**config.mk**
```make
export PLATFORM = sky130hd
export DESIGN_NAME = wdt_steer
export DESIGN_NICKNAME = d
export VERILOG_FILES = /design/src/rtl/wdt_steer_pkg.sv /design/src/rtl/wdt_kick_sync.sv /design/src/rtl/wdt_countdown.sv /design/src/rtl/wdt_pulse_gen.sv /design/src/rtl/wdt_steer.sv
export SDC_FILE = /design/constraint.sdc
export NUM_CORES = 1
export LEC_CHECK = 0
export CORE_UTILIZATION = 45
export DETAILED_ROUTE_END_ITERATION = 6
export HOLD_SLACK_MARGIN = 0.02
export MAX_ROUTING_LAYER = met4
export PLACE_DENSITY = 0.6
export SETUP_SLACK_MARGIN = 0.2
export SYNTH_ARGS = -nofsm -noshare
export SYNTH_HDL_FRONTEND = slang
export SYNTH_SLANG_ARGS = --single-unit
```
**constraint.sdc**
```tcl
create_clock -name clk -period 3.87 [get_ports clk]
set_input_delay 0.774 -clock clk [delete_from_list [all_inputs] [get_ports clk]]
set_output_delay 0.774 -clock clk [all_outputs]
set_load 0.01 [all_outputs]
```
**src/rtl/wdt_steer_pkg.sv**
```systemverilog
package wdt_steer_pkg;

    // Control register layout: steering, multiplier, resolution
    typedef struct packed {
        logic       steer;   // 1: timed reset pulse, 0: latched interrupt
        logic [4:0] mult;    // period multiplier, 0 disarms
        logic [1:0] res;     // base tick = TICK_CYC * 4^res
    } wd_cfg_t;

    typedef enum logic [1:0] {
        ADR_WDOG  = 2'd0,
        ADR_FLAGS = 2'd1,
        ADR_FTEST = 2'd2,
        ADR_NONE  = 2'd3
    } reg_addr_e;

    // Cycles per base tick for a resolution code
    function automatic logic [31:0] base_cycles(input logic [1:0] res, input logic [31:0] tick);
        return tick << {res, 1'b0};
    endfunction

    // Armed with time-out routed to the interrupt pin
    function automatic logic irq_steered(input wd_cfg_t c);
        return (c.mult != 5'd0) && !c.steer;
    endfunction

endpackage

```
**src/rtl/wdt_kick_sync.sv**
```systemverilog
module wdt_kick_sync #(
    parameter int STAGES = 2
) (
    input  logic clk,
    input  logic rst,
    input  logic kick_in,
    output logic kick_edge
);
    // chain[STAGES-1] is the resynchronized level, chain[STAGES] its history
    logic [STAGES:0] chain;

    always_ff @(posedge clk) begin
        if (rst) chain <= '0;
        else     chain <= {chain[STAGES-1:0], kick_in};
    end

    assign kick_edge = chain[STAGES-1] ^ chain[STAGES];
endmodule

```
**src/rtl/wdt_countdown.sv**
```systemverilog
module wdt_countdown
    import wdt_steer_pkg::*;
#(
    parameter int unsigned TICK_CYC = 15_625_000
) (
    input  logic       clk,
    input  logic       rst,
    input  logic       run,
    input  logic       restart,
    input  logic [4:0] mult,
    input  logic [1:0] res,
    output logic       expire
);
    localparam longint unsigned MAX_BASE = 64'(TICK_CYC) * 64;
    localparam int PRE_W = $clog2(MAX_BASE);

    logic [PRE_W-1:0] pre_q;
    logic [4:0]       ticks_q;
    logic [31:0]      base_w;
    logic             tick_w;

    always_comb begin
        base_w = base_cycles(res, TICK_CYC);
        tick_w = (64'(pre_q) == (64'(base_w) - 64'd1));
        expire = run && !restart && tick_w && (ticks_q == (mult - 5'd1));
    end

    always_ff @(posedge clk) begin
        if (rst || !run || restart) begin
            pre_q   <= '0;
            ticks_q <= '0;
        end else if (tick_w) begin
            pre_q   <= '0;
            ticks_q <= ticks_q + 5'd1;
        end else begin
            pre_q   <= pre_q + 1'b1;
        end
    end
endmodule

```
**src/rtl/wdt_pulse_gen.sv**
```systemverilog
module wdt_pulse_gen #(
    parameter int unsigned PULSE_CYC = 25_000_000
) (
    input  logic clk,
    input  logic rst,
    input  logic abort,
    input  logic start,
    output logic active,
    output logic done
);
    localparam int CNT_W = $clog2(PULSE_CYC + 1);

    logic [CNT_W-1:0] cnt_q;

    assign done = active && (cnt_q == CNT_W'(PULSE_CYC - 1));

    always_ff @(posedge clk) begin
        if (rst || abort) begin
            active <= 1'b0;
            cnt_q  <= '0;
        end else if (start && !active) begin
            active <= 1'b1;
            cnt_q  <= '0;
        end else if (done) begin
            active <= 1'b0;
            cnt_q  <= '0;
        end else if (active) begin
            cnt_q  <= cnt_q + 1'b1;
        end
    end
endmodule

```
**src/rtl/wdt_steer.sv**
```systemverilog
module wdt_steer
    import wdt_steer_pkg::*;
#(
    parameter int unsigned TICK_CYC    = 15_625_000,
    parameter int unsigned PULSE_CYC   = 25_000_000,
    parameter int          SYNC_STAGES = 2
) (
    input  logic       clk,
    input  logic       rst,
    input  logic       wr_en,
    input  logic       rd_en,
    input  logic [1:0] addr,
    input  logic [7:0] wr_data,
    output logic [7:0] rd_data,
    input  logic       kick_in,
    input  logic       pwr_fail,
    input  logic       ftest_wave,
    output logic       irq_ft_n,
    output logic       sys_rst_n
);
    wd_cfg_t   cfg_q;
    logic      irq_lat_q;
    logic      flag_q;
    logic      ften_q;
    logic      kick_edge;
    logic      expire;
    logic      pulse_active;
    logic      pulse_done;
    logic      wr_wdog;
    logic      restart;
    logic      run;
    reg_addr_e adr;

    assign adr     = reg_addr_e'(addr);
    assign wr_wdog = wr_en && (adr == ADR_WDOG) && !pwr_fail;
    assign restart = wr_wdog || kick_edge;
    assign run     = (cfg_q.mult != 5'd0) && !irq_lat_q && !pulse_active && !pwr_fail;

    wdt_kick_sync #(.STAGES(SYNC_STAGES)) u_kick (
        .clk       (clk),
        .rst       (rst),
        .kick_in   (kick_in),
        .kick_edge (kick_edge)
    );

    wdt_countdown #(.TICK_CYC(TICK_CYC)) u_count (
        .clk     (clk),
        .rst     (rst),
        .run     (run),
        .restart (restart),
        .mult    (cfg_q.mult),
        .res     (cfg_q.res),
        .expire  (expire)
    );

    wdt_pulse_gen #(.PULSE_CYC(PULSE_CYC)) u_pulse (
        .clk    (clk),
        .rst    (rst),
        .abort  (pwr_fail),
        .start  (expire && cfg_q.steer),
        .active (pulse_active),
        .done   (pulse_done)
    );

    // Control register: the end of a pulse and power failure override writes
    always_ff @(posedge clk) begin
        if (rst || pwr_fail) cfg_q <= '0;
        else if (pulse_done) cfg_q <= '0;
        else if (wr_wdog)    cfg_q <= wd_cfg_t'(wr_data);
    end

    // Interrupt latch: released only by a zero write or power failure
    always_ff @(posedge clk) begin
        if (rst || pwr_fail)                    irq_lat_q <= 1'b0;
        else if (wr_wdog && wr_data == 8'h00)   irq_lat_q <= 1'b0;
        else if (expire && !cfg_q.steer)        irq_lat_q <= 1'b1;
    end

    // Sticky flag: a time-out wins over a clearing read
    always_ff @(posedge clk) begin
        if (rst)                                flag_q <= 1'b0;
        else if (expire)                        flag_q <= 1'b1;
        else if (rd_en && adr == ADR_FLAGS)     flag_q <= 1'b0;
    end

    // Frequency-test enable, cleared when a reset pulse completes
    always_ff @(posedge clk) begin
        if (rst)                                ften_q <= 1'b0;
        else if (pulse_done)                    ften_q <= 1'b0;
        else if (wr_en && adr == ADR_FTEST)     ften_q <= wr_data[0];
    end

    always_ff @(posedge clk) begin
        if (rst) begin
            rd_data <= '0;
        end else if (rd_en) begin
            unique case (adr)
                ADR_WDOG:  rd_data <= cfg_q;
                ADR_FLAGS: rd_data <= {flag_q, 7'd0};
                ADR_FTEST: rd_data <= {7'd0, ften_q};
                default:   rd_data <= '0;
            endcase
        end else begin
            rd_data <= '0;
        end
    end

    // Shared pin: latched interrupt, then the test waveform if not blocked
    always_comb begin
        if (irq_lat_q)                          irq_ft_n = 1'b0;
        else if (ften_q && !irq_steered(cfg_q)) irq_ft_n = ftest_wave;
        else                                    irq_ft_n = 1'b1;
    end

    assign sys_rst_n = !pulse_active;
endmodule

```
Word level (Yosys, flattened, before mapping)
Cells that the tools add are included.

storage, ports and cells
  output and inout bits = 10
  word-level logic and storage cells = 71
  register bits = 83
  input bits = 17

cells by class
  reductions and logical operators = 39
  equality and inequality tests = 5
  shift operators = 1
  multiplexer cells = 7
  bitwise operators = 2
  add/subtract/negate cells = 5

operator list
  kind                     number
  $eq A30 B64 Y1           1
  $sub A32 B1 Y33 const B  1
  $shl A24 B3 Y32 const A  1
  $add A30 B1 Y30 const B  1
  $add A25 B1 Y25 const B  1
  $eq A25 B25 Y1 const B   1
  $pmux W8 S3              1
  $logic_and A1 B1 Y1      17
  $reduce_or A2 Y1         5
  $logic_not A8 Y1         1
  $logic_not A1 Y1         7
  $mux W1                  6
  $add A5 B1 Y5 const B    1
  $eq A5 B5 Y1             1
  $reduce_bool A5 Y1       1
  $sub A5 B1 Y5 const B    1
  $logic_or A1 B1 Y1       4
  $reduce_bool A2 Y1       2
  $reduce_or A3 Y1         1
  $eq A2 B1 Y1 const B     1
  $eq A2 B2 Y1 const B     1
  $logic_not A2 Y1         1
  $not A1 Y1               1
  $xor A1 B1 Y1            1

Logic depth before layout (Yosys ltp)
Gate-level depths: netlist of the first run.

  depth in word-level cells = 11
  depth in mapped cells = 10
  depth with buffers taken out = 8

Cells and area by module
A second synthesis of the first run with hierarchy kept.

unflattened totals
  cell total of the unflattened synthesis = 503
  area, all modules = 4302.9 um^2

by module, submodules not included
  module         cells each  instances  area an instance (um^2)
  wdt_countdown  262         1          2128.3
  wdt_pulse_gen  152         1          1338.8
  wdt_steer      82          1          748.2
  wdt_kick_sync  7           1          87.6

Worst setup path before layout of the first run
OpenSTA, ideal clock, no wires.

  path type = register -> register
  start point = register cfg_q[0] (netlist name)
  end point = register u_pulse.cnt_q[15]
  clock period less this slack = 3010 ps
  slack = 860 ps
  library setup time = 140 ps
  data arrival time = 2871 ps
  cell stages (with the launch flop) = 11
  path buffers = 2
  cells stage by stage = dfxtp_1 -> clkbuf_1 -> inv_1 -> ha_1 -> xnor2_1 -> or4_4 -> nor4_4 -> nand4_4 -> nor4b_4 -> buf_6 -> nor3_2

between the ends
  word-level cells in the longest chain between the ends = 8

ends and longest elaborated chain
  element                            RTL line             text
  start: declaration                 wdt_steer.sv:21      wd_cfg_t cfg_q;
  start signal: assignment           wdt_steer.sv:69      else if (wr_wdog) cfg_q <= wd_cfg_t'(wr_data);
  $shl A24 B3 Y32                    wdt_steer_pkg.sv:19  return tick << {res, 1'b0};
  $sub A32 B1 Y33                    wdt_countdown.sv:24  tick_w = (64'(pre_q) == (64'(base_w) - 64'd1));
  $eq A30 B64 Y1                     wdt_countdown.sv:24
  $logic_and A1 B1 Y1 (2 in series)  wdt_countdown.sv:25  expire = run && !restart && tick_w && (ticks_q == (mult - 5'd1));
  $logic_and A1 B1 Y1                wdt_steer.sv:60      .start (expire && cfg_q.steer),
  $logic_and A1 B1 Y1                wdt_pulse_gen.sv:21  end else if (start && !active) begin
  $reduce_or A3 Y1 (no line)         --
  end signal: assignment             wdt_pulse_gen.sv:28  cnt_q <= cnt_q + 1'b1;
  end: declaration                   wdt_pulse_gen.sv:13  logic [CNT_W-1:0] cnt_q;

No other way between the ends.
A chain may end at the register's enable or synchronous reset.

Worst setup path after layout of the first run
  start point = register cfg_q[0] (netlist name)
  end point = register u_pulse.cnt_q[0]

Same word-level chain as after synthesis.

==> results.py, run 1 <==
metrics = {
    "detailed_routing": {
        "routedWlPerCell_um": 14.0,
        "via_per_inst": 5.30,
        "antenna_left": 0,
        "drc": 0,
        "num_vias": 3317,
        "dr.pass1.iters": 4,
        "routed_wl_mm": 8.75,
        "initialDrtViolationCount": 90,
    },
    "floorplanning": {
        "dieArea_mm2": 0.00982,
        "dieHeight_um": 99.1,
        "core_area_mm2": 0.00920,
        "ios": 27,
        "die_x_um": 99.1,
        "row_count": 35,
        "initial_core_util_pct": 46.1,
    },
    "power_and_ir_drop": {
        "switching_share_pct": 22.6,
        "pwr-share-comb_pct": 3.6,
        "power_frac_seq_pct": 54.5,
        "ir_worst_vdd_v": 0.000199,
        "leakagePower_nw": 1.56,
        "netSwitchingPower_w": 0.000356,
        "pwr-share-clk_pct": 42.0,
        "p_int_w": 0.00122,
        "power.density_mw_per_mm2": 327,
    },
    "sta": {
        "tightestPinTransition_ps": 697,
        "worst_slack_ps": 619,
        "max_freq_mhz": 308,
        "fin_tns_setup_ps": 0,
        "slew_viol_final": 0,
        "setup_viol": 0,
        "period_share_pct": 84.0,
        "hold_ws_ps": 438,
        "rsz0062_at_grt": "false",
        "finalClockSkew_ps": 14.7,
        "slew_headroom_pct": 53.2,
        "hold_viol_final": 0,
        "period_minus_slack_ps": 3250,
    },
    "logic_synthesis": {
        "syn_nets": 515,
        "synthFlopType": "dfxtp_1",
        "synth_edf_count": 0,
        "synth_cells": 486,
        "synth_area_mm2": 0.00424,
        "yosysTopAreaCell": "dfxtp_1",
        "synth-seq-cells": 83,
        "synthArstFlopShare_pct": 0,
        "yosysUniqueCellTypes": 50,
        "synth_area_per_cell_um2": 8.73,
        "ys_seq_area_share_pct": 39.2,
        "yosys_warnings": 0,
        "synth_top_cell_area_share_pct": 39.2,
        "synth.area.top_cells": "dfxtp_1, xnor2_1, xor2_1",
    },
    "place": {
        "portBuffers": 26,
        "dpl_cell_area_mm2": 0.00460,
        "dpl.cell_count": 610,
        "dp_hpwl_mm": 6.24,
        "routabilityCongestion": 0.839,
        "pre_cts_slack_ps": 661,
    },
    "clocking": {
        "cts_tree": "yes",
        "worstSkewPairLatency_ps": 350,
        "numCtsBuffers": 9,
        "cts_htree_levels": 3,
        "clkSlewWorstSetupHoldPaths_ps": 80,
        "cts_buffer_depth": 2,
        "ctsHoldBuffers": 0,
        "cts.sinks": 83,
        "post_cts_resized": 0,
        "post_cts_buffers": 0,
        "cts-root-buf": "clkbuf_8",
    },
    "global_routing": {
        "grt_pass1_vias": 3247,
        "antenna_found_initial": 0,
        "grt_pass1_wl_mm": 15.3,
        "grt.overflow.total": 0,
        "grt_max_degree": 33,
        "grtUsageTotal_pct": 20.0,
    },
    "critical_path": {
        "worstPathMaxFanout": 25,
        "crit_arrival_ps": 3470,
        "crit_required_ps": 4090,
        "max_stage_delay_ps": 580,
        "start_kind": "flop",
        "critPathKind": "reg2reg",
        "cp_slowest_cell": "dfxtp_1",
        "crit_chain": "inv_1 -> ha_1 -> xnor2_1 -> or4_4 -> nor4_4 -> nand4_4 -> nor4b_4 -> buf_4 -> nor3_1",
        "cp-end-kind": "flop",
        "r2r_cells": 9,
    },
    "layout": {
        "finalNonFillerCells": 626,
        "antenna_cells": 0,
        "final_cell_area_mm2": 0.00482,
        "layout_common_cells": "dfxtp_1, nand2_1, nor2_1",
        "area_growth_pct": 13.5,
        "layout-drive-gt1-share_pct": 7.96,
        "nets": 539,
        "final_common_cell": "dfxtp_1",
    },
    "min_path": {
        "holdCritPathClass": "reg2reg",
        "whs_path_depth": 1,
    },
    "job": {
        "drv_cap": 0,
    },
    "status": {
        "status": "finished, final reports clean",
    },
}
metal layers:
| metal | track usage (%) | share of wire (%) | vias up |
|---|---|---|---|
| met5 | - | 0 | - |
| met4 | 7.69 | 1.9 | 0 |
| met3 | 3.30 | 3.0 | 14 |
| met2 | 31.4 | 46 | 57 |
| met1 | 26.0 | 49 | 1515 |
| li1 | - | - | 1731 |
stage by stage:
step | utilization [%] | total power, W
finish | 52.4 | 0.00157
global placement | 50.1 | 0.000934
floorplan | - | 0.000905
CTS | 52.4 | 0.00159
detailed placement | 50.1 | 0.000934
global route | 52.4 | 0.00164
worst paths after layout:
| path | slack [ps] | end | start |
|---|---|---|---|
| min reg2reg | 440 | u_kick.chain[1] | u_kick.chain[0] |
| min | 440 | u_kick.chain[1] | u_kick.chain[0] |
| max | 620 | u_pulse.cnt_q[0] | cfg_q[0] |
| max reg2reg | 620 | u_pulse.cnt_q[0] | cfg_q[0] |
kinds of logic after synthesis:
kind of cell / Yosys count / synth area share (%)
adders and majority gates: 12 / 3.54
buffers and inverters: 31 / 3.12
and+or+nand+nor: 252 / 33.5
AOI/OAI and AO/OA: 31 / 4.57
muxes: 8 / 1.89
xor gates and xnor gates: 69 / 14.2
DFF: 83 / 39.2
sequential cells by signal, summed over array words and instances, names as in the netlist:
signal / count
flag_q: 1
rd_data: 8
irq_lat_q: 1
u_pulse.active: 1
cfg_q: 8
u_pulse.cnt_q: 25
u_count.ticks_q: 5
u_kick.chain: 3
ften_q: 1
u_count.pre_q: 30
cell type report:
| class | instances | area (um^2) |
|---|---|---|
| Fill cell | 893 | 4380 |
| Clock inverter | 5 | 61.3 |
| Timing Repair Buffer | 32 | 305 |
| Tap cell | 111 | 139 |
| Inverter | 12 | 45.0 |
| Multi-Input combinational cell | 372 | 2450 |
| Sequential cell | 83 | 1660 |
| Clock buffer | 11 | 151 |
worst max-delay path, delay by kind of cell (launching register included):
family / cells / cell delay [ps]
and+or+nand+nor: 5 / 1510
DFF: 1 / 580
buffers and inverters: 2 / 550
adders and majority gates: 1 / 320
xor gates and xnor gates: 1 / 150
power groups by stage:
stage / combinational [W] / sequential [W] / clock, W
after CTS: 0.0000561 / 0.000858 / 0.000680
after global routing: 0.0000618 / 0.000858 / 0.000721
final: 0.0000563 / 0.000858 / 0.000661
after floorplan: 0.0000280 / 0.000877 / 0
after detailed placement: 0.0000559 / 0.000878 / 0
after global placement: 0.0000561 / 0.000878 / 0
cell usage after synthesis (8+ instances only):
cell type / number
dfxtp_1: 83
nand2_1: 49
nor2_1: 47
xnor2_1: 43
nor3_1: 36
xor2_1: 26
nand3_1: 20
clkbuf_1: 15
and3_1: 13
nand4_1: 13
ha_1: 12
inv_1: 12
a21oi_1: 11
nor3_2: 10
nor4_1: 9
mux2i_1: 8
Power figures use the tool's default switching activity.
==> inputs of run 2 (changes only) <==
clock period = 3.1 ns   (was 3.87 ns; I/O delays follow)
==> results.py, run 2 (synthesis results as in run 1) <==
metrics = {
    "status": {
        "status": "finished, final reports clean",
    },
    "job": {
        "drv_cap": 0,
    },
    "critical_path": {
        "cp_slowest_cell": "or4b_2",
        "crit_arrival_ps": 2170,
        "crit_required_ps": 2480,
        "start_kind": "flop",
        "r2r_cells": 9,
        "cp-endpoint": "irq_ft_n",
        "crit_chain": "inv_1 -> ha_2 -> or4b_2 -> nand2b_1 -> a31oi_1 -> dlygate4sd2_1",
        "rr_startpoint": "cfg_q[1]",
        "r2r_end": "u_pulse.cnt_q[13]",
        "cp-end-kind": "output port",
        "worstPathMaxFanout": 5,
        "critPathKind": "reg2out",
        "startpoint": "cfg_q[2]",
        "max_stage_delay_ps": 650,
        "r2r_slack_ps": 450,
    },
    "detailed_routing": {
        "drc": 0,
        "initialDrtViolationCount": 93,
        "routedWlPerCell_um": 14.2,
        "routed_wl_mm": 8.95,
        "num_vias": 3398,
        "via_per_inst": 5.39,
        "antenna_left": 0,
        "dr.pass1.iters": 5,
    },
    "clocking": {
        "numCtsBuffers": 9,
        "clkSlewWorstSetupHoldPaths_ps": 100,
        "cts-root-buf": "clkbuf_8",
        "cts.sinks": 83,
        "cts_htree_levels": 3,
        "worstSkewPairLatency_ps": 370,
        "cts_buffer_depth": 2,
        "cts_tree": "yes",
        "ctsHoldBuffers": 0,
    },
    "sta": {
        "finalClockSkew_ps": 16.2,
        "setup_viol": 0,
        "tightestPinTransition_ps": 768,
        "hold_viol_final": 0,
        "period_minus_slack_ps": 2790,
        "period_share_pct": 90.0,
        "slew_viol_final": 0,
        "slew_headroom_pct": 48.4,
        "max_freq_mhz": 358,
        "fin_tns_setup_ps": 0,
        "rsz0062_at_grt": "false",
    },
    "power_and_ir_drop": {
        "power_w": 0.00211,
        "ir_worst_vdd_v": 0.000255,
        "power_frac_seq_pct": 50.7,
        "leakagePower_nw": 1.61,
        "power.density_mw_per_mm2": 429,
        "netSwitchingPower_w": 0.000463,
        "pwr-share-comb_pct": 3.5,
        "switching_share_pct": 21.9,
        "p_int_w": 0.00165,
        "pwr-share-clk_pct": 45.8,
    },
    "place": {
        "dpl_cell_area_mm2": 0.00468,
        "routabilityCongestion": 0.844,
        "portBuffers": 26,
        "dp_hpwl_mm": 6.25,
    },
    "floorplanning": {
        "core_area_mm2": 0.00920,
        "dieHeight_um": 99.1,
        "die_x_um": 99.1,
        "initial_core_util_pct": 46.1,
        "dieArea_mm2": 0.00982,
        "ios": 27,
        "row_count": 35,
    },
    "layout": {
        "reg_top3": "u_count.pre_q (30), u_pulse.cnt_q (25)",
        "final_common_cell": "dfxtp_1",
        "nets": 544,
        "largest_reg_flops": 30,
        "layout_common_cells": "dfxtp_1, nand2_1, nor2_1",
        "layout-drive-gt1-share_pct": 9.04,
        "final_cell_area_mm2": 0.00493,
        "final_util_pct": 53.6,
        "area_growth_pct": 16.1,
        "fillers": 864,
        "top_register": "u_count.pre_q",
        "antenna_cells": 0,
    },
    "global_routing": {
        "antenna_found_initial": 0,
        "grt_pass1_vias": 3310,
        "grt.overflow.total": 0,
        "grtUsageTotal_pct": 20.3,
        "grt_max_degree": 31,
        "grt_pass1_wl_mm": 15.5,
    },
    "min_path": {
        "holdCritPathClass": "reg2reg",
    },
}
[run 2: what timing repair did]
action / 4_1_cts / 5_1_grt
setup endpoints to repair: 1 / 0
setup buffers: 0 / 0
endpoints found under the hold margin: 0 / 0
gates resized for setup: 2 / 0
[run 2: metrics by stage]
| stage | hold slack [ps] | std cells | setup WS, ps |
|---|---|---|---|
| 2_1_floorplan | 414 | 486 | 323 |
| 3_3_place_gp | 427 | 615 | 416 |
| 3_5_place_dp | 426 | 615 | 347 |
| 5_1_grt | 476 | 631 | 204 |
| 4_1_cts | 449 | 631 | 305 |
| 6_report | 447 | 631 | 310 |
[run 2: critical path, delay by kind of cell, from the launching register on]
| family | cells | cell delay, ps |
|---|---|---|
| compound gates | 1 | 90 |
| flops | 1 | 350 |
| fa+ha+maj | 1 | 220 |
| simple gates | 2 | 760 |
| buf+inv | 2 | 390 |
[run 2: how the worst min path moves through the flow]
stage	from	depth (start not counted)	slack [ps]	endpoint
after global placement	u_kick.chain[0]	1	430	u_kick.chain[1]
after global routing	u_kick.chain[0]	1	480	u_kick.chain[1]
after CTS	u_kick.chain[0]	1	450	u_kick.chain[1]
after detailed placement	u_kick.chain[0]	1	430	u_kick.chain[1]
final	u_kick.chain[0]	1	450	u_kick.chain[1]
after floorplan	u_kick.chain[0]	1	410	u_kick.chain[1]
[run 2: area by class of cell]
cell class,instances,area [um^2],share of cell area [%]
Inverter,12,45.0,0.914
Timing Repair Buffer,37,379,7.69
Sequential cell,83,1660,33.7
Tap cell,111,139,2.82
Clock inverter,7,124,2.51
Multi-Input combinational cell,372,2460,49.8
Clock buffer,9,124,2.51
[run 2: power groups by stage]
stage	clock [W]	combinational, W	sequential (W)
2_1_floorplan	0	0.0000352	0.00109
3_3_place_gp	0	0.0000744	0.00110
3_5_place_dp	0	0.0000748	0.00110
4_1_cts	0.000985	0.0000752	0.00107
5_1_grt	0.00104	0.0000814	0.00107
6_report	0.000967	0.0000748	0.00107
[run 2: layer usage]
metal | GRT usage [%] | wire (um) | part of all wire [%] | up-vias
met5 | - | 0 | 0 | -
met4 | 7.47 | 139 | 1.6 | 0
met3 | 4.64 | 296 | 3.3 | 11
met2 | 33.3 | 4260 | 48 | 61
met1 | 24.6 | 4260 | 48 | 1583
li1 | - | - | - | 1743
